==> config.mk <==
export PLATFORM = sky130hd
export DESIGN_NAME = rtc_evt_irq
export DESIGN_NICKNAME = d
export VERILOG_FILES = /design/src/rtl/rtc_evt_pkg.sv /design/src/rtl/evt_status_reg.sv /design/src/rtl/irq_enable_stage.sv /design/src/rtl/rtc_evt_irq.sv
export SDC_FILE = /design/constraint.sdc
export NUM_CORES = 1
export LEC_CHECK = 0
export ABC_AREA = 1
export CAP_MARGIN = 10
export CORE_MARGIN = 2
export CORE_UTILIZATION = 41
export CTS_CLUSTER_SIZE = 24
export DETAILED_ROUTE_END_ITERATION = 12
export DONT_BUFFER_PORTS = 1
export SYNTH_ARGS = -nofsm -noshare
export SYNTH_HDL_FRONTEND = slang
export SYNTH_SLANG_ARGS = --single-unit
export TNS_END_PERCENT = 50
==> constraint.sdc <==
create_clock -name clk -period 1.2 [get_ports clk]
set_input_delay 0.06 -clock clk [delete_from_list [all_inputs] [get_ports clk]]
set_output_delay 0.06 -clock clk [all_outputs]
set_load 0.01 [all_outputs]
==> src/rtl/rtc_evt_pkg.sv <==
package rtc_evt_pkg;
  parameter int REG_W      = 16;
  parameter int NUM_TM_EVT = 7;
  parameter int BIT_PEND   = 14;
  parameter int BIT_DONE   = 15;

  // bits that hold latched event state
  function automatic logic [REG_W-1:0] latch_mask();
    logic [REG_W-1:0] m;
    m = '0;
    for (int i = 0; i < NUM_TM_EVT; i++) m[i] = 1'b1;
    m[BIT_DONE] = 1'b1;
    return m;
  endfunction

  // bits that the enable register stores
  function automatic logic [REG_W-1:0] enable_mask();
    logic [REG_W-1:0] m;
    m = latch_mask();
    m[BIT_PEND] = 1'b1;
    return m;
  endfunction

  // place the event pulses at their status positions
  function automatic logic [REG_W-1:0] set_vector(logic [NUM_TM_EVT-1:0] tm, logic done);
    logic [REG_W-1:0] v;
    v = '0;
    v[NUM_TM_EVT-1:0] = tm;
    v[BIT_DONE] = done;
    return v;
  endfunction
endpackage

==> src/rtl/evt_status_reg.sv <==
module evt_status_reg
  import rtc_evt_pkg::*;
#(
  parameter int W = REG_W
) (
  input  logic         clk,
  input  logic         rst_n,
  input  logic [W-1:0] set_vec,
  input  logic [W-1:0] clr_vec,
  output logic [W-1:0] stat_q
);
  logic [W-1:0] stat_d;

  always_comb begin
    stat_d = ((stat_q & ~clr_vec) | set_vec) & latch_mask();
  end

  always_ff @(posedge clk) begin
    if (!rst_n) stat_q <= '0;
    else        stat_q <= stat_d;
  end

  AST_SET_STICKS: assert property (@(posedge clk) disable iff (!rst_n)
    (set_vec != '0) |=> ((stat_q & $past(set_vec)) == $past(set_vec)));
  AST_CLR_TAKES: assert property (@(posedge clk) disable iff (!rst_n)
    ((clr_vec & ~set_vec) != '0) |=> ((stat_q & $past(clr_vec & ~set_vec)) == '0));
  AST_HOLD_IDLE: assert property (@(posedge clk) disable iff (!rst_n)
    (set_vec == '0 && clr_vec == '0) |=> $stable(stat_q));
endmodule

==> src/rtl/irq_enable_stage.sv <==
module irq_enable_stage
  import rtc_evt_pkg::*;
#(
  parameter int W = REG_W
) (
  input  logic         clk,
  input  logic         rst_n,
  input  logic         wr,
  input  logic [W-1:0] wdata,
  input  logic         tick,
  output logic [W-1:0] en_q
);
  logic         slot_full;
  logic [W-1:0] slot_q;
  logic         accept;
  logic         commit;

  assign accept = wr && !slot_full;
  assign commit = tick && slot_full;

  always_ff @(posedge clk) begin
    if (!rst_n) begin
      slot_full <= 1'b0;
      slot_q    <= '0;
      en_q      <= '0;
    end else begin
      if (commit) begin
        en_q      <= slot_q;
        slot_full <= 1'b0;
      end else if (accept) begin
        slot_q    <= wdata & enable_mask();
        slot_full <= 1'b1;
      end
    end
  end

  AST_EN_ON_TICK: assert property (@(posedge clk) disable iff (!rst_n)
    !$past(tick) |-> $stable(en_q));
  AST_DROP_BUSY: assert property (@(posedge clk) disable iff (!rst_n)
    (slot_full && wr) |=> $stable(slot_q));
endmodule

==> src/rtl/rtc_evt_irq.sv <==
module rtc_evt_irq
  import rtc_evt_pkg::*;
(
  input  logic                  clk,
  input  logic                  rst_n,
  input  logic [NUM_TM_EVT-1:0] tm_evt,
  input  logic                  sync_done,
  input  logic                  sync_busy,
  input  logic                  stat_wr,
  input  logic [REG_W-1:0]      stat_wdata,
  input  logic                  en_wr,
  input  logic [REG_W-1:0]      en_wdata,
  input  logic                  slow_tick,
  output logic [REG_W-1:0]      stat_rd,
  output logic [REG_W-1:0]      en_rd,
  output logic                  irq
);
  logic [REG_W-1:0] ev_set;
  logic [REG_W-1:0] ev_clr;
  logic [REG_W-1:0] stat_q;
  logic [REG_W-1:0] hit_vec;

  assign ev_set = set_vector(tm_evt, sync_done);
  assign ev_clr = stat_wr ? stat_wdata : '0;

  evt_status_reg #(.W(REG_W)) u_status (
    .clk(clk), .rst_n(rst_n), .set_vec(ev_set), .clr_vec(ev_clr), .stat_q(stat_q)
  );

  irq_enable_stage #(.W(REG_W)) u_enable (
    .clk(clk), .rst_n(rst_n), .wr(en_wr), .wdata(en_wdata),
    .tick(slow_tick), .en_q(en_rd)
  );

  always_comb begin
    stat_rd = stat_q;
    stat_rd[BIT_PEND] = sync_busy;
  end

  assign hit_vec = stat_rd & en_rd;
  assign irq     = |hit_vec;

  AST_GAP_ZERO: assert property (@(posedge clk) disable iff (!rst_n)
    stat_rd[BIT_PEND-1:NUM_TM_EVT] == '0);
  AST_PEND_LIVE: assert property (@(posedge clk) disable iff (!rst_n)
    stat_rd[BIT_PEND] == sync_busy);
  AST_MASKED_QUIET: assert property (@(posedge clk) disable iff (!rst_n)
    (en_rd == '0) |-> !irq);
endmodule

# Word level (Yosys, flattened, before mapping)
# Index checks and enable logic that the tools add are counted.
dict set report word_totals {
  out_inout_bits 33
  input_bits 46
  reg_bits 35
  elab_cells 18
}
dict set report op_classes {
  bitwise_logic 6
  n_mux 1
  reduce_logical 6
}
# op n
set op_table {}
lappend op_table {{$and 16x16->16} 2}
lappend op_table {{$mux 16} 1}
lappend op_table {{$not 16->16} 1}
lappend op_table {{$or 16x16->16} 1}
lappend op_table {{$reduce_or 16->1} 1}
lappend op_table {{$logic_and 1x1->1} 2}
lappend op_table {{$not 1->1} 2}
lappend op_table {{$reduce_and 2->1} 1}
lappend op_table {{$reduce_or 2->1} 1}
lappend op_table {{$logic_not 1->1} 1}

# Logic depth before layout (Yosys ltp)
dict set report logic_depth {
  depth_word 4
  ltp_mapped 5
  mapped_depth_nobuf 5
}

# Modules after synthesis
# From an unflattened synthesis, not the netlist that was laid out.
dict set report hier_totals {
  hier_cells 231
  hier_area_um2 1490.2
}
# module cells_per_inst area_per_inst_um2 seq_area_each_um2 instances
set modules_own_cells {}
lappend modules_own_cells {irq_enable_stage 110 823.3 380.4 1}
lappend modules_own_cells {evt_status_reg 50 357.8 160.2 1}
lappend modules_own_cells {rtc_evt_irq 71 309.0 0.0 1}

# Least setup slack after synthesis
# OpenSTA, ideal clock, no wires.
dict set report synth_path {
  kind {flip-flop to flip-flop}
  startpoint {register u_enable.slot_full}
  endpoint {register u_enable.slot_q[0]}
  synth_period_minus_slack_ns 0.817
  setup_ns 0.114
  path_buffers 1
  arrival_ns 0.703
  slack_ns 0.383
  stages_incl_launch_ff 6
  cell_sequence {dfxtp_1 inv_2 nand2_4 buf_12 o21ai_2 nor2_2}
}
dict set report synth_via {
  elab_chain_len 3
  elab_cells_between_ends 5
  classes_between {1 x bitwise; 4 x reduce/logical}
}
# item line_no
set synth_rtl {}
lappend synth_rtl {{from (decl)} irq_enable_stage.sv:13} ;# logic slot_full;
lappend synth_rtl {{from (signal assigned)} irq_enable_stage.sv:23} ;# slot_full <= 1'b0;
lappend synth_rtl {{from (signal assigned)} irq_enable_stage.sv:29} ;# slot_full <= 1'b0;
lappend synth_rtl {{from (signal assigned)} irq_enable_stage.sv:32} ;# slot_full <= 1'b1;
lappend synth_rtl {{$logic_not 1->1 or $logic_and 1x1->1 (tied branches)} {irq_enable_stage.sv:18, irq_enable_stage.sv:19}}
lappend synth_rtl {{$logic_and 1x1->1 or $not 1->1 (tied branches)} --}
lappend synth_rtl {{$reduce_and 2->1 (no source line) *} --}
lappend synth_rtl {{to (signal assigned)} irq_enable_stage.sv:31} ;# slot_q <= wdata & enable_mask();
lappend synth_rtl {{to (decl)} irq_enable_stage.sv:14} ;# logic [W-1:0] slot_q;
# Every way passes the cells marked *; elsewhere a longest branch is shown, timed or not.
# A chain may end at the register's enable or synchronous reset.

# Final worst setup path
dict set report layout_path {
  startpoint {register u_status.stat_q[15]}
  endpoint {output port irq}
}
dict set report layout_via {
  elab_chain_len 2
}
# item line_no
set layout_rtl {}
lappend layout_rtl {{from (decl)} evt_status_reg.sv:10} ;# output logic [W-1:0] stat_q
lappend layout_rtl {{from (signal assigned)} evt_status_reg.sv:20} ;# else stat_q <= stat_d;
lappend layout_rtl {{$and 16x16->16} rtc_evt_irq.sv:40} ;# assign hit_vec = stat_rd & en_rd;
lappend layout_rtl {{$reduce_or 16->1} rtc_evt_irq.sv:41} ;# assign irq = |hit_vec;
lappend layout_rtl {{to (decl)} rtc_evt_irq.sv:16} ;# output logic irq
# No other way between the ends.

==> impl_metrics.yaml <==
logic_synthesis:
  ys_async_sr_fraction_pct: 0
  synth.avg_cell_area_sq_um: 8.23
  yosysTopAreaCell: "dfxtp_1"
  ys_ff_latch: 27
  synth_edf_count: 0
  synthCells: 150
  netlist.area_leader.share_pct: 43.8
  ys.flop_type: "dfxtp_1"
  ys_types: 17
  synth_area_leaders: "dfxtp_1 (44%), o21ai_2 (11%), nor2_1 (9.7%)"
  ys_seq_area_share_pct: 43.8
  syn_area_sq_um: 1230
  yosys_warnings: 0
detailed_routing:
  drt_wl_total_mm: 2.33
  wl_per_cell_um: 11.9
  vias: 927
  drc: 8
  via_per_inst: 4.73
  first_iter_violations: 42
  dr.pass1.iters: 11
  ant_nets: 0
grt:
  first_global_vias: 844
  grt_usage_pct: 12.8
  antenna_found_initial: 0
  grt_overflow: 0
  grt_pass1_wl_mm: 3.42
  grt_max_degree: 21
placement:
  gp_congestion: 0.708
  place_area_sq_um: 1150
  place_inst: 174
  io_buffers: 0
clock_tree:
  cts_tree: "built"
  postCtsSetupBuffers: 0
  clock_latency_ns: 0.32
  cts_buffer_depth: 2
  cts_hold_repair.buffers: 18
  clock-root-buffer: "clkbuf_4"
  cts.sinks: 27
  cts.clk_slew.worst_paths_ns: 0.13
  cts_buffers: 3
  htreeDepth: 1
status:
  outcome: "finished, violations left"
  failed_checks: "design-rule violations, negative hold slack"
layout:
  fin_nets: 212
  n_antenna_cell: 0
  num-fill-cells: 269
  fin_area_sq_um: 1390
  syn2layout_area_growth_pct: 12.3
  stdcell_count: 196
  regArea_sq_um: 552
  multi_input_area_sq_um: 573
  drive_above_1_share_pct: 30.9
run:
  cap_violations: 0
worst_setup_path:
  crit_start: "u_status.stat_q[15]$_SDFF_PN0_"
  critPathMaxFanout: 3
  required_ns: 1.14
  start_kind: "flip-flop"
  timing.rr.end: "u_enable.en_q[2]$_SDFFE_PN0P_"
  crit_path_end: "irq"
  worstSetupPathType: "reg -> out"
  ff2ff_path_depth: 4
  critPathCaptureType: "output pin"
  crit_arrival_ns: 1.06
  crit-reg2reg-launch: "u_enable.slot_full$_SDFFE_PP0P_"
  reg2reg_slack_ns: 0.20
power_and_ir_drop:
  total_power_w: 0.00169
  leakagePower_nw: 0.587
  powerDensity_nw_per_um2: 1220
  vdd_drop_max_v: 0.000560
floorplan:
  rows: 19
  core_sq_um: 2810
  start_util_pct: 44.0
  die_y_um: 58.9
  dieArea_sq_um: 3470
  pin_count: 79
  die_w_um: 58.9
timing:
  rsz0062_at_grt: "false"
  clock-skew-final_ns: 0.00614
  min_period_over_period_pct: 93.0
  post-route-min-period_ns: 1.12
  holdWs_ns: -0.170
  hold_viol_final: 19
  slew_violations: 0
  setup_tns_ns: 0
  max_clock_freq_mhz: 896
  setup_viol: 0
hold_path:
  min_path_type: "in -> reg"
## final cells by class
| cell class | instances | share of cell area (%) |
|---|---|---|
| clock buffer | 3 | 1.62 |
| clock inverter | 1 | 0.361 |
| inverter | 4 | 1.08 |
| multi-input combinational | 112 | 41.3 |
| sequential | 27 | 39.8 |
| tap | 31 | 2.80 |
| timing repair buffer | 18 | 13.0 |
## cell families (layout without fill, tap and decap cells)
family                 count (synthesis)  in the layout  synth area share, %
flip-flops                            27             27                 43.8
buffers and inverters                 24             26                 14.8
AO/OA/AOI/OAI                         27             27                 15.8
other                                  1             14                0.304
AND/OR/NAND/NOR                       71             71                 25.3
## sequential cells by signal (all words and copies together), names as in the netlist
register	count
u_enable.slot_q	9
u_enable.en_q	9
u_enable.slot_full	1
u_status.stat_q	8
## routing by layer
| layer | part of all wire (%) | global-route usage (%) |
|---|---|---|
| met3 | 13 | 5.05 |
| met5 | 0 | 0 |
| met1 | 40 | 13.8 |
| met4 | 0.69 | 3.90 |
| met2 | 46 | 22.9 |
## through the flow
stage / hold WS, ns / setup slack, ns / util (%)
global route: -0.186 / 0.0158 / 49.4
detailed placement: 0.120 / 0.205 / 41.2
floorplan: 0.177 / 0.383 / -
CTS: -0.178 / 0.0275 / 48.6
global placement: 0.120 / 0.216 / 41.2
finish: -0.170 / 0.0844 / 49.4
## synthesized netlist by cell type, types with 2 or more instances
master,instances
buf_6,2
nor2_1,32
a21oi_1,9
buf_4,15
inv_2,4
nand2_1,22
o21ai_1,2
nor2_2,14
o21ai_2,16
dfxtp_1,27
## worst max-delay path, stage by stage, from the launching register on
cell     delay [ns]
dfxtp_1        0.38
nand2_1        0.08
nand2_1        0.05
nor2_1         0.14
nand2_2        0.09
## power breakdown
group	internal, W	switching, W	leakage (nW)
clock network	0.000125	0.000247	0.0177
registers	0.000969	0.0000743	0.226
logic	0.000121	0.000156	0.343
total	0.00121	0.000477	0.587
## cells in the final DEF (no fill, tap or decap), types with 2 or more instances in the layout
cell type	instances
nor2_1	31
nand2_1	20
dfxtp_1	20
dlygate4sd3_1	18
o21ai_2	16
nor2_2	15
conb_1	14
a21oi_1	9
dfxtp_2	6
inv_2	4
nand2_2	3
clkbuf_4	3
o21ai_1	2
## worst min path at each step
stage          startpoint                             to  slack, ns  cells after the start
2_1_floorplan   tm_evt[0]  u_status.stat_q[0]$_SDFF_PN0_       0.18                      2
3_3_place_gp    sync_busy                    stat_rd[14]       0.12                      0
3_5_place_dp    sync_busy                    stat_rd[14]       0.12                      0
4_1_cts             rst_n  u_enable.en_q[4]$_SDFFE_PN0P_      -0.18                      2
5_1_grt             rst_n  u_enable.en_q[1]$_SDFFE_PN0P_      -0.19                      2
6_report            rst_n  u_enable.en_q[1]$_SDFFE_PN0P_      -0.17                      2
## repair_timing
action	in CTS	in global routing
endpoints found under the hold margin	27	19
gates resized for setup	0	12
endpoints found under the setup margin	0	1
Note: power is estimated with default switching activity, not from simulation.
